[src/rtl/hz_pkg.sv]
package hz_pkg;

  // Operand source selects for the ALU input multiplexers
  typedef enum logic [1:0] {
    SEL_RF  = 2'b00,
    SEL_WB  = 2'b01,
    SEL_MEM = 2'b10
  } fwd_sel_e;

  localparam int unsigned NUM_SRC = 2;

endpackage

[src/rtl/hz_fwd_lane.sv]
module hz_fwd_lane
  import hz_pkg::*;
#(
  parameter int unsigned AW = 5
) (
  input  logic [AW-1:0] src,
  input  logic [AW-1:0] mem_rd,
  input  logic          mem_wen,
  input  logic [AW-1:0] wb_rd,
  input  logic          wb_wen,
  output logic [1:0]    sel
);

  localparam logic [AW-1:0] ZERO_REG = '0;

  logic mem_hit;
  logic wb_hit;

  always_comb begin
    mem_hit = mem_wen && (mem_rd != ZERO_REG) && (mem_rd == src);
    wb_hit  = wb_wen  && (wb_rd  != ZERO_REG) && (wb_rd  == src);
  end

  // The newer result has priority
  always_comb begin
    if (mem_hit) begin
      sel = SEL_MEM;
    end else if (wb_hit) begin
      sel = SEL_WB;
    end else begin
      sel = SEL_RF;
    end
  end

endmodule

[src/rtl/hz_stall.sv]
module hz_stall #(
  parameter int unsigned AW = 5
) (
  input  logic [AW-1:0] id_rs1,
  input  logic [AW-1:0] id_rs2,
  input  logic [AW-1:0] ex_rd,
  input  logic          ex_memrd,
  output logic          pc_we,
  output logic          ifid_we,
  output logic          idex_flush
);

  localparam logic [AW-1:0] ZERO_REG = '0;

  logic use_hit;
  logic stall;

  always_comb begin
    use_hit = (ex_rd == id_rs1) || (ex_rd == id_rs2);
    stall   = ex_memrd && (ex_rd != ZERO_REG) && use_hit;
  end

  always_comb begin
    pc_we      = !stall;
    ifid_we    = !stall;
    idex_flush = stall;
  end

endmodule

[src/rtl/hz_unit.sv]
module hz_unit
  import hz_pkg::*;
#(
  parameter int unsigned AW = 5
) (
  input  logic [AW-1:0] id_rs1,
  input  logic [AW-1:0] id_rs2,
  input  logic [AW-1:0] ex_rs1,
  input  logic [AW-1:0] ex_rs2,
  input  logic [AW-1:0] ex_rd,
  input  logic          ex_memrd,
  input  logic [AW-1:0] mem_rd,
  input  logic          mem_wen,
  input  logic [AW-1:0] wb_rd,
  input  logic          wb_wen,
  output logic [1:0]    fwd_a,
  output logic [1:0]    fwd_b,
  output logic          pc_we,
  output logic          ifid_we,
  output logic          idex_flush
);

  logic [AW-1:0] src_num [NUM_SRC];
  logic [1:0]    src_sel [NUM_SRC];

  always_comb begin
    src_num[0] = ex_rs1;
    src_num[1] = ex_rs2;
  end

  for (genvar g = 0; g < NUM_SRC; g++) begin : g_lane
    hz_fwd_lane #(.AW(AW)) i_lane (
      .src     (src_num[g]),
      .mem_rd  (mem_rd),
      .mem_wen (mem_wen),
      .wb_rd   (wb_rd),
      .wb_wen  (wb_wen),
      .sel     (src_sel[g])
    );
  end

  always_comb begin
    fwd_a = src_sel[0];
    fwd_b = src_sel[1];
  end

  hz_stall #(.AW(AW)) i_stall (
    .id_rs1     (id_rs1),
    .id_rs2     (id_rs2),
    .ex_rd      (ex_rd),
    .ex_memrd   (ex_memrd),
    .pc_we      (pc_we),
    .ifid_we    (ifid_we),
    .idex_flush (idex_flush)
  );

endmodule

[config.mk]
export PLATFORM = sky130hd
export DESIGN_NAME = hz_unit
export DESIGN_NICKNAME = d
export VERILOG_FILES = /design/src/rtl/hz_pkg.sv /design/src/rtl/hz_fwd_lane.sv /design/src/rtl/hz_stall.sv /design/src/rtl/hz_unit.sv
export SDC_FILE = /design/constraint.sdc
export NUM_CORES = 1
export LEC_CHECK = 0
export ABC_AREA = 1
export CAP_MARGIN = 20
export CORE_MARGIN = 4
export CORE_UTILIZATION = 37
export DETAILED_ROUTE_END_ITERATION = 8
export PLACE_DENSITY = 0.86
export SLEW_MARGIN = 20
export SYNTH_ARGS = -nofsm -noshare
export SYNTH_HDL_FRONTEND = slang
export SYNTH_SLANG_ARGS = --single-unit
[constraint.sdc]
create_clock -name vclk -period 0.81
set_input_delay 0.1215 -clock vclk [all_inputs]
set_output_delay 0.1215 -clock vclk [all_outputs]
set_load 0.02 [all_outputs]
==> metrics, run 1 <==
area post-placement 1100 um2; worst min-delay path startpoint mem_rd[4]; GRT Total Usage 17.7%; Fillers 122; Mapped Cells 136; Worst Hold Endpoint fwd_a[1]; DR pass1 iterations 4; Die X-Extent 49.0 um; placed cells 196; die area 2400 um2; Die Span Y 49.0 um; Final Hold Violating Endpoints 0; Pleak between 0.6 and 0.7 nW; Yosys top cell by area nand2_1; area of the mapped netlist 621 um2; Worst EP required 690 ps; f_max slightly below 1 GHz; Final #Nets 221; # clk buffers 0; VDD IR max 0.338 mV; multi-input logic area 616 um2; top cells by area, synth nand2_1 (36%), inv_1 (11%), nor2_1 (8.5%); pre-CTS setup slack -1130 ps; final worst path period need 1020 ps; Diodes inserted 0; final WL 2.35 mm; Period Utilization, post-route 126%; Syn Nets 174; RSZ-0062 raised after global routing yes; Post-Layout Inst Area 1230 um2; Rows 14; Max transition margin 86.2%; Least-Margin Pin Slew 208 ps; IO Pins 45; dpl hpwl 1.85 mm; Yosys cell types 16; Hold Path Stages 5; IO Port Bufs 45; Seq cells 0; fraction of layout instances using a drive strength above 1 a little under three fifths; Max Cap Viol 0; ANT nets after route 0; area grow syn2layout 97.8%; DR vias 918; worst hold path class primary input to output port; largest fanout on the critical path 3; largest net degree at the start of global routing 5; status finished, violations left; Core ar. roughly 1500 um2; Initial Util 40.3%; failing checks setup timing; WL per Instance 11.9 um; Worst setup EP type output port; Syn Area/Cell 4.56 um2; setup violators final 7; register area share after synthesis 0%; first-pass GRT wire length about 3.7 mm; Yosys warning count 0; post-route insts no fill 197; Vias/cell around 4.7; detailed-route DRC error count 0; Slew Viols, Final 0; vias in the first global route 936; Crit path arrival time 900 ps; total gr overflow 0; gp weighted congestion 0.827; CP Launch Type primary input; setup ws final -210 ps; Seq. cell area 0 um2; Power Dens Cells just under 500 nW/um2; initial antenna violation count 0; CP Class primary input to output port; drt initial violations 11; Power, Total slightly above 0.0006 W; post-synth top area share 36.3%
-- repair_timing --
item,CTS,global route
hold buffers,0,0
gates resized for setup,207,51
buffers inserted,0,1
pin swaps,42,44
cloned,0,0
endpoints found under the setup margin,7,7
-- critical path: stages --
cell	delay, ps
buf_8	100
nand3b_1	160
o21ai_2	210
nor2_2	80
nor2_2	100
buf_6	120
-- final cells by class --
cell class | instances | area share, %
inverters | 29 | 10.1
multi-input cells | 104 | 50.2
well taps | 16 | 1.63
repair buffers | 48 | 38.1
-- cell usage in the layout, fill, tap and decap left out, drive strengths merged --
master         count
nand4              1
o21ai              1
xor2               5
a21oi              1
clkbuf             1
nand3b             1
xnor2              5
dlygate4sd2        3
nor2              18
buf               43
nand2             62
clkdlybuf4s15      1
inv               29
nor3               1
nand3              9
-- worst max-delay path by stage --
stage | slack, ps | to | start
6_report | -210 | fwd_b[0] | mem_rd[4]
5_1_grt | -290 | fwd_b[0] | ex_rs2[2]
4_1_cts | -250 | fwd_b[0] | mem_rd[4]
3_5_place_dp | -1130 | fwd_a[1] | mem_rd[2]
3_3_place_gp | -1140 | fwd_a[1] | ex_rs1[0]
2_1_floorplan | -80 | pc_we | id_rs1[4]
-- kinds of logic (layout without fill, tap and decap cells) --
logic type,count (synthesis),count (layout),share of synthesized area [%]
AND/OR/NAND/NOR,92,92,61.9
XOR/XNOR,10,10,14.1
AO/OA/AOI/OAI,2,2,2.82
buffers and inverters,32,77,21.2
-- routing by layer --
layer / GRT usage [%] / part of all wire (%)
met2: 35.9 / 58
met1: 19.6 / 36
met4: 0.897 / 0
met5: 0 / 0
met3: 2.75 / 6.6
-- per-stage QoR --
stage	utilization [%]	TNS (ps)	hold slack, ps
6_report	79.6	-1320	641
5_1_grt	79.6	-1790	669
4_1_cts	69.2	-1490	651
3_5_place_dp	71.1	-7670	1290
3_3_place_gp	71.1	-7520	1290
2_1_floorplan	-	-93.5	381
-- synth_stat cells, types with 2 or more instances --
| cell | count |
|---|---|
| xnor2_1 | 5 |
| nand3_1 | 8 |
| nand2_2 | 2 |
| inv_1 | 19 |
| nor2_2 | 4 |
| inv_2 | 10 |
| nand2_1 | 60 |
| xor2_1 | 5 |
| buf_4 | 3 |
| nor2_1 | 14 |
-- power breakdown --
part	switching [W]	internal, W	total (W)	leakage (nW)
sequential	0	0	0	0
combinational	0.000294	0.000312	0.000606	0.692
clock	0	0	0	0
total	0.000294	0.000312	0.000606	0.692
No activity file was read; power rests on OpenSTA's default activity.
==> inputs of run 2 (changes only) <==
--- a/config.mk
+++ b/config.mk
@@ -11,6 +11,7 @@
 export CORE_UTILIZATION = 37
 export DETAILED_ROUTE_END_ITERATION = 8
 export PLACE_DENSITY = 0.86
+export SKIP_LAST_GASP = 1
 export SLEW_MARGIN = 20
 export SYNTH_ARGS = -nofsm -noshare
 export SYNTH_HDL_FRONTEND = slang
==> constraint.sdc (replaced) <==
create_clock -name vclk -period 0.81
set_input_delay 0.1215 -clock vclk [all_inputs]
set_output_delay 0.1215 -clock vclk [all_outputs]
set_load 0.1 [all_outputs]
==> run 2 against run 1 <==
The run now fails in 5_1_grt; synthesized area unchanged; synthesized cell count stayed put.
==> metrics, run 2 <==
status stopped before the end; Fail Step 5_1_grt; Error [ERROR DPL-0038] Utilization greater than 100%, impossible to legalize; gp weighted congestion 0.829; Yosys warning count 0; IO Port Bufs 45; register area share after synthesis 0%; CTS Hold Bufs 0; Syn Nets 174; Post-Synth Adder-Cell Area 0%; Syn Area/Cell between 4 and 5 um2; most common cell in the netlist nand2_1; Mapped Cells 136; post-synth top area share 36.3%; Simple-Gate Fraction of Synth Area 61.9%; Rows 14; Worst EP Category output port; worst_ep grt fwd_a[0]; Yosys top cell by area nand2_1; dpl hpwl between 2 and 2.5 mm; area of the mapped netlist 621 um2; Synth Area in Compound Gates around 2.8%; Commonest cells post-synth nand2_1 (60), inv_1 (19), nor2_1 (14); Die X-Extent slightly below 50 um; Initial Util 40.3%; largest family of logic cells by synthesized area simple AND/OR/NAND/NOR gates; largest net degree at the start of global routing 5; Yosys cell types 16; Post-Synth XOR/XNOR Area 14.1%; top cells by area, synth nand2_1 (36%), inv_1 (11%), nor2_1 (8.5%); Die Span Y a little under 50 um; IO Pins 45; mux contribution to synthesized area 0%
-- run 2: kinds of logic after synthesis --
group                  count (synthesis)
XOR/XNOR                              10
AND/OR/NAND/NOR                       92
AO/OA/AOI/OAI                          2
buffers and inverters                 32
-- run 2: timing repair --
action | 4_1_cts
setup endpoints to repair | 7
pin swaps | 50
gates resized for setup | 197
setup buffers | 3
-- run 2: stage by stage --
step	worst slack (ps)	setup TNS, ps	hold slack (ps)	cells	area, um2
floorplan	-359	-1540	497	136	729
detailed placement	-849	-5750	990	199	1250
CTS	-345	-2110	749	202	1330
global placement	-820	-5430	990	199	1250
==> inputs of run 3 (changes only) <==
--- a/config.mk
+++ b/config.mk
@@ -7,10 +7,10 @@
 export LEC_CHECK = 0
 export ABC_AREA = 1
 export CAP_MARGIN = 20
-export CORE_MARGIN = 4
-export CORE_UTILIZATION = 37
+export CORE_AREA = 4 4 65 67
 export DETAILED_ROUTE_END_ITERATION = 8
-export PLACE_DENSITY = 0.86
+export DIE_AREA = 0 0 69 71
+export PLACE_DENSITY_LB_ADDON = 0.15
 export SKIP_LAST_GASP = 1
 export SLEW_MARGIN = 20
 export SYNTH_ARGS = -nofsm -noshare
==> run 3 against run 2 <==
The flow now finishes, with violations (setup timing).
==> metrics, run 3 (same netlist as run 1, synthesis figures left out) <==
CTS Hold Bufs 0; first-pass GRT wire length 3.80 mm; DR vias 893; placed cells 229; drt initial violations 16; Post-Layout Inst Area about 1400 um2; largest net degree at the start of global routing 5; Pleak 0.723 nW; Power Dens Cells just over 500 nW/um2; total gr overflow 0; initial antenna violation count 0; setup violators final 7; Final Hold Violating Endpoints 0; Rows 22; setup ws final -336 ps; worst hold path class primary input to output port; cell breakdown of the critical path buf_8, nand3b_1, o21ai_4, nor2_4, nor2_4, buf_12; WP buf/inv 2; Initial Util 17.1%; CP Class primary input to output port; VDD IR max about 0.17 mV; largest fanout on the critical path 3; Seq cells 0; commonest non-fill, non-tap cell in the layout nand2_1; die area just under 5000 um2; Core ar. 3630 um2; IO Pins 45; Vias/cell 3.92; gp weighted congestion 0.800; Core Util, Final 39.5%; area grow syn2layout 131%; DR pass1 iterations 3; Least-Margin Pin Slew between 150 and 200 ps; IO Port Bufs 45; Power, Total 0.000737 W; Period Utilization, post-route 141%; Crit path arrival time 1020 ps; status finished, violations left; failing checks setup timing; # clk buffers 0; most frequent cells in the layout nand2_1 (39), nand2_2 (20), buf_6 (19), inv_2 (16), nor2_2 (9); Diodes inserted 0; Slew Viols, Final 0; Max transition margin 86.8%; vias in the first global route 940; crit-path leading delay family simple AND/OR/NAND/NOR gates; f_max between 0.8 and 0.9 GHz; Die X-Extent 69 um; Crit-path slowest cell o21ai_4; ANT nets after route 0; CP peak stage delay ~220 ps; worst min-delay path startpoint mem_rd[4]; final WL about 2.2 mm; Worst EP required 690 ps; Max Cap Viol 0; area post-placement 1270 um2; Post-CTS Setup Bufs 0; Fillers 415; Die Span Y between 70 and 80 um; detailed-route DRC error count 0; post-route insts no fill 228; WL per Instance roughly 9.6 um; CP Launch Type primary input; dpl hpwl 1.91 mm; GRT Total Usage 8.73%; Worst path most repeated cell nor2_4; Seq. cell area 0 um2; final worst path period need between 1000 and 1500 ps; fraction of layout instances using a drive strength above 1 64.4%; RSZ-0062 raised after global routing yes; crit path from mem_rd[4]; Final #Nets 220; Worst setup EP type output port
-- run 3: what timing repair did --
action,in CTS,in global routing
endpoints found under the setup margin,7,7
gates resized for setup,162,77
cloned,0,0
pin swaps,45,45
-- run 3: layout make-up --
| class | count | area (um2) | share of cell area, % |
|---|---|---|---|
| timing repair buffer | 47 | 547 | 38.1 |
| inverter | 29 | 134 | 9.34 |
| tap | 48 | 60.1 | 4.19 |
| multi-input combinational | 104 | 693 | 48.3 |
-- run 3: report_power, final --
| part | switching (W) | internal, W |
|---|---|---|
| clock network | 0 | 0 |
| registers | 0 | 0 |
| logic | 0.000381 | 0.000356 |
-- run 3: routing by layer --
metal | vias to the layer above | global-route usage [%] | wire length, um | share of wire (%)
met3 | 0 | 1.99 | 122 | 5.6
met5 | - | 0 | 0 | 0
li1 | 488 | - | - | -
met4 | 0 | 0 | 0 | 0
met2 | 25 | 17.2 | 1200 | 55
met1 | 380 | 10.1 | 866 | 40
-- run 3: metrics by stage --
| step | TNS, ps | hold slack, ps | setup WS (ps) |
|---|---|---|---|
| after detailed placement | -5510 | 1010 | -817 |
| after floorplan | -1540 | 497 | -359 |
| after global placement | -5520 | 1020 | -809 |
| final | -1900 | 693 | -336 |
| after CTS | -2400 | 735 | -406 |
| after global routing | -2330 | 716 | -388 |
-- run 3: path summary, 6_finish.rpt --
check / cells past startpoint / endpoint
max: 6 / fwd_b[0]
min: 5 / fwd_a[1]
-- run 3: tightest hold or removal path: stages --
cell	delay (ps)
buf_8	80
xnor2_1	70
nand3_2	90
nor2_4	50
buf_12	160
